===== config.mk =====
export PLATFORM = sky130hd
export DESIGN_NAME = fxcmp_unit
export DESIGN_NICKNAME = d
export VERILOG_FILES = /design/src/rtl/cmpu_pkg.sv /design/src/rtl/cmpu_decode.sv /design/src/rtl/cmpu_compare.sv /design/src/rtl/cmpu_merge.sv /design/src/rtl/fxcmp_unit.sv
export SDC_FILE = /design/constraint.sdc
export NUM_CORES = 1
export LEC_CHECK = 0
export ABC_AREA = 1
export BUFFER_PORTS_ARGS = -buffer_cell sky130_fd_sc_hd__buf_4
export CAP_MARGIN = 10
export CORE_ASPECT_RATIO = 1.25
export CORE_MARGIN = 2
export CORE_UTILIZATION = 46
export DETAILED_ROUTE_END_ITERATION = 16
export HOLD_SLACK_MARGIN = 0.03
export MAX_ROUTING_LAYER = met4
export PLACE_DENSITY = 0.94
export SYNTH_ARGS = -nofsm -noshare
export SYNTH_HDL_FRONTEND = slang
export SYNTH_SLANG_ARGS = --single-unit

===== constraint.sdc =====
create_clock -name clk -period 3.26 [get_ports clk]
set_input_delay 0 -clock clk [delete_from_list [all_inputs] [get_ports clk]]
set_output_delay 0 -clock clk [all_outputs]
set_load 0.01 [all_outputs]

===== src/rtl/cmpu_pkg.sv =====
package cmpu_pkg;
  localparam int INSN_W = 32;
  localparam int IMM_W  = 16;
  localparam int SEL_W  = 3;

  localparam logic [5:0] PO_IMM_SIGNED   = 6'd11;
  localparam logic [5:0] PO_IMM_UNSIGNED = 6'd10;
  localparam logic [5:0] PO_REG_GROUP    = 6'd31;
  localparam logic [9:0] SUB_SIGNED      = 10'd0;
  localparam logic [9:0] SUB_UNSIGNED    = 10'd32;

  typedef enum logic [1:0] {
    K_REG_S,
    K_REG_U,
    K_IMM_S,
    K_IMM_U
  } cmp_kind_e;

  typedef struct packed {
    logic             ok;
    cmp_kind_e        kind;
    logic             wide;
    logic [SEL_W-1:0] sel;
    logic [IMM_W-1:0] imm;
  } cmp_dec_t;
endpackage


===== src/rtl/cmpu_decode.sv =====
module cmpu_decode
  import cmpu_pkg::*;
(
  input  logic [INSN_W-1:0] insn,
  output cmp_dec_t          dec
);
  logic [5:0] po;
  logic [9:0] sub;
  logic       unused_bits;

  assign po          = insn[31:26];
  assign sub         = insn[10:1];
  assign unused_bits = ^{insn[22], insn[20:16], insn[0]};

  always_comb begin
    dec.ok   = 1'b1;
    dec.kind = K_REG_S;
    dec.wide = insn[21];
    dec.sel  = insn[25:23];
    dec.imm  = insn[IMM_W-1:0];
    case (po)
      PO_IMM_SIGNED:   dec.kind = K_IMM_S;
      PO_IMM_UNSIGNED: dec.kind = K_IMM_U;
      PO_REG_GROUP: begin
        if (sub == SUB_SIGNED)        dec.kind = K_REG_S;
        else if (sub == SUB_UNSIGNED) dec.kind = K_REG_U;
        else                          dec.ok   = 1'b0;
      end
      default: dec.ok = 1'b0;
    endcase
  end
endmodule


===== src/rtl/cmpu_compare.sv =====
module cmpu_compare
  import cmpu_pkg::*;
#(
  parameter int XLEN = 64,
  parameter int HALF = 32
) (
  input  cmp_kind_e        kind,
  input  logic             wide,
  input  logic [IMM_W-1:0] imm,
  input  logic [XLEN-1:0]  opa,
  input  logic [XLEN-1:0]  opb,
  input  logic             so,
  output logic [3:0]       code
);
  localparam int EXT = XLEN + 1;

  logic            sgn, use_imm;
  logic [XLEN-1:0] imm_x, rhs_full, lhs_sel, rhs_sel;
  logic [EXT-1:0]  lx, rx;
  logic            lt, gt, eq;

  always_comb begin
    sgn      = (kind == K_REG_S) || (kind == K_IMM_S);
    use_imm  = (kind == K_IMM_S) || (kind == K_IMM_U);
    imm_x    = {{(XLEN-IMM_W){sgn & imm[IMM_W-1]}}, imm};
    rhs_full = use_imm ? imm_x : opb;
    if (wide) begin
      lhs_sel = opa;
      rhs_sel = rhs_full;
    end else begin
      lhs_sel = {{(XLEN-HALF){sgn & opa[HALF-1]}}, opa[HALF-1:0]};
      rhs_sel = {{(XLEN-HALF){sgn & rhs_full[HALF-1]}}, rhs_full[HALF-1:0]};
    end
    lx   = {sgn & lhs_sel[XLEN-1], lhs_sel};
    rx   = {sgn & rhs_sel[XLEN-1], rhs_sel};
    lt   = $signed(lx) < $signed(rx);
    gt   = $signed(lx) > $signed(rx);
    eq   = (lx == rx);
    code = {lt, gt, eq, so};
  end
endmodule


===== src/rtl/cmpu_merge.sv =====
module cmpu_merge #(
  parameter int CRW   = 32,
  parameter int FW    = 4,
  parameter int NF    = CRW / FW,
  parameter int FLD_W = $clog2(NF)
) (
  input  logic [CRW-1:0]   cr_in,
  input  logic [FLD_W-1:0] sel,
  input  logic [FW-1:0]    code,
  input  logic             en,
  output logic [CRW-1:0]   cr_out
);
  for (genvar g = 0; g < NF; g++) begin : g_field
    localparam int HI = CRW - 1 - g * FW;
    assign cr_out[HI -: FW] = (en && sel == FLD_W'(g)) ? code : cr_in[HI -: FW];
  end
endmodule


===== src/rtl/fxcmp_unit.sv =====
module fxcmp_unit
  import cmpu_pkg::*;
#(
  parameter int XLEN    = 64,
  parameter int HALF    = 32,
  parameter int CRW     = 32,
  parameter int FW      = 4,
  parameter bit REG_OUT = 1'b1
) (
  input  logic              clk,
  input  logic              rst,
  input  logic [INSN_W-1:0] insn,
  input  logic [XLEN-1:0]   opa,
  input  logic [XLEN-1:0]   opb,
  input  logic [CRW-1:0]    cr_in,
  input  logic              so_in,
  output logic              out_valid,
  output logic [CRW-1:0]    cr_out
);
  localparam int NF    = CRW / FW;
  localparam int FLD_W = $clog2(NF);

  cmp_dec_t       dec;
  logic [FW-1:0]  code;
  logic [CRW-1:0] cr_next;

  cmpu_decode u_dec (
    .insn (insn),
    .dec  (dec)
  );

  cmpu_compare #(.XLEN(XLEN), .HALF(HALF)) u_cmp (
    .kind (dec.kind),
    .wide (dec.wide),
    .imm  (dec.imm),
    .opa  (opa),
    .opb  (opb),
    .so   (so_in),
    .code (code)
  );

  cmpu_merge #(.CRW(CRW), .FW(FW)) u_mrg (
    .cr_in  (cr_in),
    .sel    (FLD_W'(dec.sel)),
    .code   (code),
    .en     (dec.ok),
    .cr_out (cr_next)
  );

  if (REG_OUT) begin : g_reg
    always_ff @(posedge clk) begin
      if (rst) begin
        out_valid <= 1'b0;
        cr_out    <= '0;
      end else begin
        out_valid <= dec.ok;
        cr_out    <= cr_next;
      end
    end
  end else begin : g_comb
    assign out_valid = dec.ok;
    assign cr_out    = cr_next;
  end
endmodule


Word level (Yosys, flattened, before mapping)
Index checks and enable logic that the tools add are counted.
W data, S select, Z words.
{"block": "word_totals", "output_inout_bits": 33, "rom_bits": 0, "ff_bits": 33, "latchBits": 0, "ram_bits": 0, "mem_count": 0, "inputBits": 195}
{"block": "classes", "mux": 17, "div_mod_pow": 0, "multipliers": 0, "n_reduce_logical": 14, "magnitude_cmp": 2, "eq_ne": 14, "addsub": 0, "n_bitwise": 5, "n_shift": 0}
{"operator": "$mux W64", "count": 3}
{"operator": "$eq A65 B65 Y1", "count": 1}
{"operator": "$gt A65 B65 Y1", "count": 1}
{"operator": "$lt A65 B65 Y1", "count": 1}
{"operator": "$mux W4", "count": 8}
{"operator": "$eq A3 B3 Y1 const B", "count": 4}
{"operator": "$eq A6 B4 Y1 const B", "count": 2}
{"operator": "$eq A10 B6 Y1 const B", "count": 1}
{"operator": "$logic_not A10 Y1", "count": 1}
{"operator": "$logic_and A1 B1 Y1", "count": 8}
{"operator": "$eq A3 B2 Y1 const B", "count": 2}
{"operator": "$eq A6 B5 Y1 const B", "count": 1}
{"operator": "$pmux W2 S3", "count": 1}
{"operator": "$and A1 B1 Y1", "count": 5}
{"operator": "$eq A2 B2 Y1 const B", "count": 2}
{"operator": "$eq A3 B1 Y1 const B", "count": 1}
{"operator": "$logic_not A3 Y1", "count": 1}
{"operator": "$mux W1", "count": 3}
{"operator": "$logic_not A2 Y1", "count": 1}
{"operator": "$logic_or A1 B1 Y1", "count": 2}
{"operator": "$mux W2", "count": 1}
{"operator": "$pmux W1 S2", "count": 1}
{"operator": "$reduce_or A2 Y1", "count": 1}

Logic depth before layout (Yosys ltp)
Gate-level depths: netlist of run 1.
{"block": "depth", "word_depth": 13, "ltp_mapped": 28}

Cells and area by module
Synthesis of run 1 repeated with hierarchy kept, for this count alone.
{"block": "unflattened", "hier_cells": 752, "hier_area_um2": 4456.8}
{"mod": "cmpu_compare", "cells_each": 473, "area_each_um2": 2706.3, "n_inst": 1, "seq_area_each_um2": 0.0}
{"mod": "fxcmp_unit", "cells_each": 103, "area_each_um2": 958.4, "n_inst": 1, "seq_area_each_um2": 660.6}
{"mod": "cmpu_merge", "cells_each": 128, "area_each_um2": 529.3, "n_inst": 1, "seq_area_each_um2": 0.0}
{"mod": "cmpu_decode", "cells_each": 48, "area_each_um2": 262.8, "n_inst": 1, "seq_area_each_um2": 0.0}

Least setup slack after synthesis of run 1
OpenSTA, ideal clock, no wires.
{"block": "synth_path", "path_kind": "input port to flip-flop", "from": "input port insn[28]", "to": "register cr_out[11]", "path_stages": 24, "arrival_ps": 2465, "n_path_buf": 2, "path_slack_ps": 680, "t_required_ps": 3145, "path_cell_list": "nor4_4 > inv_2 > o22ai_2 > inv_2 > nand2_1 > nand2_1 > buf_2 > buf_6 > o21ai_2 > nand2_1 > nand2_1 > ha_1 > nand2_1 > inv_1 > o21ai_0 > nand2_1 > a21oi_1 > nand3_1 > nor2_1 > nand2_1 > nand2_1 > nand2_1 > o21ai_0 > inv_1"}
{"block": "synth_between", "elab_chain_len": 11, "elab_cells_between_ends": 22, "classes_between": "1 x order compare; 5 x eq/ne; 6 x mux; 5 x bitwise; 5 x reduce/logical"}
{"item": "start: declaration", "line_no": "fxcmp_unit.sv:12", "text": "input logic [INSN_W-1:0] insn,"}
{"item": "$eq A6 B5 Y1 / $eq A6 B4 Y1 (equally long branches)", "line_no": "cmpu_decode.sv:21", "text": "case (po)"}
{"item": "$pmux W2 S3", "line_no": "cmpu_decode.sv:21"}
{"item": "$eq A2 B2 Y1 / $logic_not A2 Y1 (equally long branches)", "line_no": "cmpu_compare.sv:23, cmpu_compare.sv:24"}
{"item": "$logic_or A1 B1 Y1", "line_no": "cmpu_compare.sv:23", "text": "sgn = (kind == K_REG_S) || (kind == K_IMM_S);"}
{"item": "$and A1 B1 Y1", "line_no": "cmpu_compare.sv:25", "text": "imm_x = {{(XLEN-IMM_W){sgn & imm[IMM_W-1]}}, imm};"}
{"item": "$mux W64", "line_no": "cmpu_compare.sv:26", "text": "rhs_full = use_imm ? imm_x : opb;"}
{"item": "$and A1 B1 Y1", "line_no": "cmpu_compare.sv:32", "text": "rhs_sel = {{(XLEN-HALF){sgn & rhs_full[HALF-1]}}, rhs_full[HALF-1:0]};"}
{"item": "$mux W64", "line_no": "cmpu_compare.sv:27", "text": "if (wide) begin"}
{"item": "$and A1 B1 Y1", "line_no": "cmpu_compare.sv:35", "text": "rx = {sgn & rhs_sel[XLEN-1], rhs_sel};"}
{"item": "$lt A65 B65 Y1", "line_no": "cmpu_compare.sv:36", "text": "lt = $signed(lx) < $signed(rx);"}
{"item": "$mux W4 *", "line_no": "cmpu_merge.sv:15", "text": "assign cr_out[HI -: FW] = (en && sel == FLD_W'(g)) ? code : cr_in[HI -: FW];"}
{"item": "end signal: assignment", "line_no": "fxcmp_unit.sv:57", "text": "cr_out <= cr_next;"}
{"item": "end: declaration", "line_no": "fxcmp_unit.sv:18", "text": "output logic [CRW-1:0] cr_out"}
Mark *: on every way between the ends. The rest lies on a longest branch, timed or not.
A chain may end at the register's enable or synchronous reset.

Worst setup path after layout of run 1
{"block": "layout_path", "from": "input port insn[31]", "to": "register cr_out[11]"}
The elaborated chain is that of the path after synthesis.

==> flow_metrics.py, run 1 <==
metrics = {
    "routing": {
        "dr.pass1.iters": 4,
        "drt_iter0_drc": 245,
        "drc": 0,
        "vias_per_cell": 5.38,
        "post_drt_wl_per_cell_um": 14.6,
        "ant_nets": 0,
        "dr_total_vias": 5330,
        "wl_um": 14500,
    },
    "clock_tree": {
        "cts_tree": "done",
        "cts_inserted_buffers": 5,
        "cts_buffer_depth": 2,
        "cts-root-buf": "clkbuf_8",
        "clock-sinks": 33,
        "clkTransAtPathRegs_ps": 70,
        "htree_levels": 2,
    },
    "grt": {
        "track_usage_pct": 31.3,
        "grt_pass1_vias": 5327,
        "grt_first_pass_wirelength_um": 23200,
        "grt.overflow.total": 0,
        "grt_max_degree": 49,
        "antenna_found_initial": 0,
    },
    "synthesis": {
        "ys_ff_latch": 33,
        "synth_area_leader_cell": "ha_1",
        "syn-mean-instance-area_um2": 6.02,
        "synth_cell_types": 31,
        "synth_warnings": 0,
        "synth.top_cell.area_share_pct": 20.4,
        "synth_nets": 921,
        "synth_area_leaders": "ha_1, nand2_1, dfxtp_1, nor2_1, o21ai_0",
        "synth_area_mm2": 0.00398,
        "seq_area_frac_synth_pct": 16.6,
        "syn_inst": 661,
    },
    "timing": {
        "whs_ps": 11.4,
        "setup_viol": 0,
        "min_period_ps": 2930,
        "max_freq_mhz": 341,
        "setup_slack_ps": 326,
        "worstMarginPinSlew_ps": 577,
        "finalMaxSlewViolations": 0,
        "setup_tns_ps": 0,
        "rsz0062_at_grt": "no",
        "fin_crit_sh_pct": 90.0,
        "slew_headroom_pct": 61.5,
        "hold_violations": 0,
    },
    "final_layout": {
        "final_cell_mix": "buf_4, nand2_1, nor2_1",
        "nets": 1153,
        "antenna_cells": 0,
        "fin_util_pct": 72.7,
        "area_growth_syn_to_layout_pct": 52.3,
        "mostFrequentLayoutCell": "buf_4",
        "final_cell_area_mm2": 0.00606,
        "drive_gt1_share_pct": 28.7,
    },
    "critical_path": {
        "path_max_fanout": 20,
        "worst_setup_path_start_kind": "primary input",
        "cp.arrival_ps": 3110,
        "critPathCaptureType": "flop",
        "critPathKind": "primary input to flop",
        "critPathRequiredTime_ps": 3430,
    },
    "pwr": {
        "p_sw_share_pct": 35.4,
        "clkPwrFrac_pct": 21.0,
        "p_leak_uw": 0.00339,
        "p_per_area_mw_per_mm2": 237,
        "pwr-share-seq_pct": 30.1,
        "p_sw_uw": 508,
        "p_int_uw": 926,
        "peakVddDrop_mv": 0.176,
        "combPwrFrac_pct": 48.9,
    },
    "floorplan": {
        "start_util_pct": 47.7,
        "dieArea_mm2": 0.00941,
        "core.rowCount": 37,
        "die_x_um": 87.2,
        "io_pins": 228,
        "coreArea_mm2": 0.00833,
        "die_h_um": 108,
    },
    "place": {
        "gp_congestion": 0.933,
        "dp_slack_ps": 37.0,
        "postPlaceCellArea_mm2": 0.00575,
        "portBuffers": 221,
        "hpwl_um": 10900,
    },
    "run_status": {
        "outcome": "complete, no violations",
    },
    "flow_run": {
        "max_cap_viol_count": 0,
    },
    "worst_hold_path": {
        "hold_class": "primary input to flop",
    },
}
==> per-layer routing <==
metal / routed length (um) / vias to the layer above / GRT usage, %
li1: - / 2629 / -
met1: 5200 / 2355 / 33.5
met2: 7280 / 272 / 53.9
met3: 1120 / 74 / 5.65
met4: 861 / 0 / 17.6
met5: 0 / - / -
==> cells in the mapped netlist <==
cell type / instances
o21ai_2: 4
nor2_2: 2
a211oi_1: 2
nor2_1: 113
nor3_2: 1
clkbuf_1: 19
mux2i_1: 13
buf_1: 2
o21ai_0: 75
nand2_1: 182
buf_2: 6
or2_2: 1
inv_2: 2
nor3_1: 5
clkinv_1: 1
o21a_1: 1
nand2_2: 1
o211ai_1: 1
nor4_4: 1
dfxtp_1: 33
buf_6: 1
o22ai_2: 1
a21o_1: 3
nor4_1: 3
inv_1: 54
o21bai_1: 2
a21oi_1: 43
nand3_1: 19
nand4_1: 4
ha_1: 65
and3_1: 1
==> cell families (layout without fill, tap and decap cells) <==
group           Yosys count  after routing  share of synthesized area, %
compound gates          132            132                          17.7
fa+ha+maj                65             65                          20.4
buf+inv                  85            318                          8.40
flops                    33             33                          16.6
mux                      13             13                          3.27
simple gates            333            333                          33.5
==> power by group through the flow <==
stage | sequential, uW | clock, uW | combinational [uW]
2_1_floorplan | 451 | 0 | 347
3_3_place_gp | 439 | 0 | 641
3_5_place_dp | 440 | 0 | 664
4_1_cts | 431 | 293 | 686
5_1_grt | 433 | 315 | 796
6_report | 432 | 301 | 702
==> metrics by stage <==
step / std cells / power (uW)
final: 991 / 1430
after global routing: 991 / 1540
after CTS: 988 / 1410
after detailed placement: 962 / 1100
after global placement: 962 / 1080
after floorplan: 661 / 798
==> state kept, by name, summed over array words and instances (netlist names) <==
| register | count |
|---|---|
| cr_out | 32 |
| out_valid | 1 |
==> area by class of cell <==
cell class | instances | area [um^2]
Fill cell | 645 | 2270
Clock inverter | 2 | 10.0
Timing Repair Buffer | 253 | 1990
Sequential cell | 33 | 661
Tap cell | 97 | 121
Multi-Input combinational cell | 543 | 2990
Inverter | 57 | 214
Clock buffer | 6 | 72.6
==> critical path, cell delays in order <==
cell and delay [ps]:
buf_4 130, nor4_4 330, buf_4 180, buf_12 160
or2_2 130, o211ai_1 80, nand2_1 100, buf_4 200
nand2_1 70, ha_1 290, nand2_1 70, nor2_1 230
nand4_1 160, nor2_1 170, nand2_1 70, nand3_1 60
nor2_1 50, nand3_1 160, nand2_2 170, o21ai_1 220
inv_1 60
==> repair_timing <==
action                     CTS  global route
buffers inserted             0             2
hold endpoints to repair    19             0
hold buffers                18             0
gates resized for setup      0             5
setup endpoints to repair    0            11
==> worst paths after layout <==
path / end / slack [ps] / start / cells after the start
setup / recovery: cr_out[11] / 330 / insn[31] / 21
hold / removal: cr_out[22] / 10 / cr_in[22] / 3
No activity file was read; power rests on OpenSTA's default activity.
==> inputs of run 2 (changes only) <==
Settings changed: CTS_BUF_LIST set to sky130_fd_sc_hd__clkbuf_4.
==> flow_metrics.py, run 2 (synthesis gave the netlist of run 1 again) <==
metrics = {
    "final_layout": {
        "nets": 1180,
        "fin_util_pct": 76.7,
        "mostFrequentLayoutCell": "buf_4",
        "drive_gt1_share_pct": 30.7,
        "instances_no_fill": 1020,
        "top_regs": "cr_out: 32 flops, out_valid: 1 flops",
        "largest_register": "cr_out",
        "final_cell_mix": "buf_4, nand2_1, nor2_1",
        "largest_reg_flops": 32,
        "area_growth_syn_to_layout_pct": 60.6,
        "final_cell_area_mm2": 0.00639,
    },
    "timing": {
        "max_freq_mhz": 324,
        "finalMaxSlewViolations": 0,
        "min_period_ps": 3090,
        "worstMarginPinSlew_ps": 606,
        "hold_violations": 0,
        "fin_crit_sh_pct": 94.7,
        "slew_headroom_pct": 59.6,
        "setup_tns_ps": 0,
        "setup_viol": 0,
    },
    "floorplan": {
        "dieArea_mm2": 0.00941,
        "io_pins": 228,
        "die_x_um": 87.2,
        "die_h_um": 108,
        "start_util_pct": 47.7,
        "coreArea_mm2": 0.00833,
        "core.rowCount": 37,
    },
    "routing": {
        "drt_iter0_drc": 401,
        "dr.pass1.iters": 5,
        "vias_per_cell": 5.60,
        "drc": 0,
        "dr_total_vias": 5714,
        "post_drt_wl_per_cell_um": 16.8,
        "ant_nets": 0,
        "wl_um": 17100,
    },
    "critical_path": {
        "path_max_fanout": 10,
        "endpoint": "cr_out[9]",
        "critPathCaptureType": "flop",
        "worst_setup_path_start_kind": "primary input",
        "crit_start": "insn[31]",
        "critPathKind": "primary input to flop",
        "critPathRequiredTime_ps": 3570,
        "cp.arrival_ps": 3390,
    },
    "place": {
        "dp_cells": 962,
        "gp_congestion": 0.933,
        "portBuffers": 221,
        "hpwl_um": 10900,
        "postPlaceCellArea_mm2": 0.00575,
    },
    "flow_run": {
        "max_cap_viol_count": 0,
    },
    "pwr": {
        "p_leak_uw": 0.00354,
        "peakVddDrop_mv": 0.149,
        "p_per_area_mw_per_mm2": 224,
    },
    "grt": {
        "track_usage_pct": 32.7,
        "grt_pass1_vias": 5406,
        "grt_max_degree": 49,
        "antenna_found_initial": 1,
        "grt.overflow.total": 0,
        "grt_first_pass_wirelength_um": 24100,
    },
    "worst_hold_path": {
        "hold_class": "primary input to flop",
    },
    "clock_tree": {
        "htree_levels": 2,
        "cts_inserted_buffers": 5,
        "cts_buffer_depth": 2,
        "clock-sinks": 33,
        "cts-root-buf": "clkbuf_4",
        "cts_tree": "done",
        "clkTransAtPathRegs_ps": 110,
    },
    "run_status": {
        "outcome": "complete, no violations",
    },
}
-- run 2: cell types whose count changed in the layout (fill, tap and decap cells not counted), moves of 4 or more --
| cell | before | now |
|---|---|---|
| dlygate4sd3_1 | 18 | 30 |
| clkbuf_4 | 0 | 6 |
| clkbuf_8 | 5 | 0 |
| buf_6 | 1 | 5 |
| buf_4 | 231 | 238 |
-- run 2: metal layers --
metal | vias up | track usage (%) | share of wire (%)
li1 | 2684 | - | -
met1 | 2558 | 33.8 | 35
met2 | 369 | 57.1 | 49
met3 | 103 | 6.11 | 9.0
met4 | 0 | 18.9 | 6.9
met5 | - | - | 0
-- run 2: where the power goes --
| part | leakage, uW | total, uW | internal [uW] | switching (uW) |
|---|---|---|---|---|
| sequential | 0.000275 | 433 | 425 | 8.60 |
| clock | 0.0000354 | 241 | 90.4 | 151 |
| combinational | 0.00322 | 757 | 379 | 378 |
-- run 2: layout make-up --
type	count	area (um^2)
fillers	568	1940
repair buffers	280	2300
clock inverters	2	10.0
well taps	97	121
inverters	57	214
clock buffers	6	45.0
flip-flops and latches	33	661
multi-input cells	543	3040
diodes	2	5.00
-- run 2: through the flow --
step	hold WS (ps)	power (uW)	setup slack, ps
6_report	24.6	1430	173
2_1_floorplan	161	798	680
5_1_grt	56.7	1530	-55.0
3_5_place_dp	278	1100	37.0
3_3_place_gp	268	1080	167
4_1_cts	31.7	1350	55.3
-- run 2: worst min-delay path by stage --
stage	startpoint	endpoint	slack [ps]	cells after the start
floorplan	cr_in[29]	cr_out[29]	160	2
global placement	rst	cr_out[9]	270	2
detailed placement	rst	cr_out[9]	280	2
CTS	cr_in[27]	cr_out[27]	30	5
global route	cr_in[23]	cr_out[23]	60	5
finish	cr_in[23]	cr_out[23]	20	5
-- run 2: critical path, cell delays in order --
cell	delay [ps]
buf_4	130
nor4_4	340
buf_4	190
buf_12	130
or2_2	120
o211ai_1	90
nand2_1	130
buf_6	150
nand2_1	60
ha_1	300
nand2_2	90
nor2_1	90
nand3_1	90
nor4_2	260
nand4_1	240
buf_6	190
a211oi_2	220
dlygate4sd3_1	560
-- run 2: what timing repair did --
item / CTS / global route
gates resized for setup: 0 / 17
hold buffers: 30 / 0
endpoints found under the hold margin: 29 / 0
setup endpoints to repair: 0 / 3
setup buffers: 0 / 15
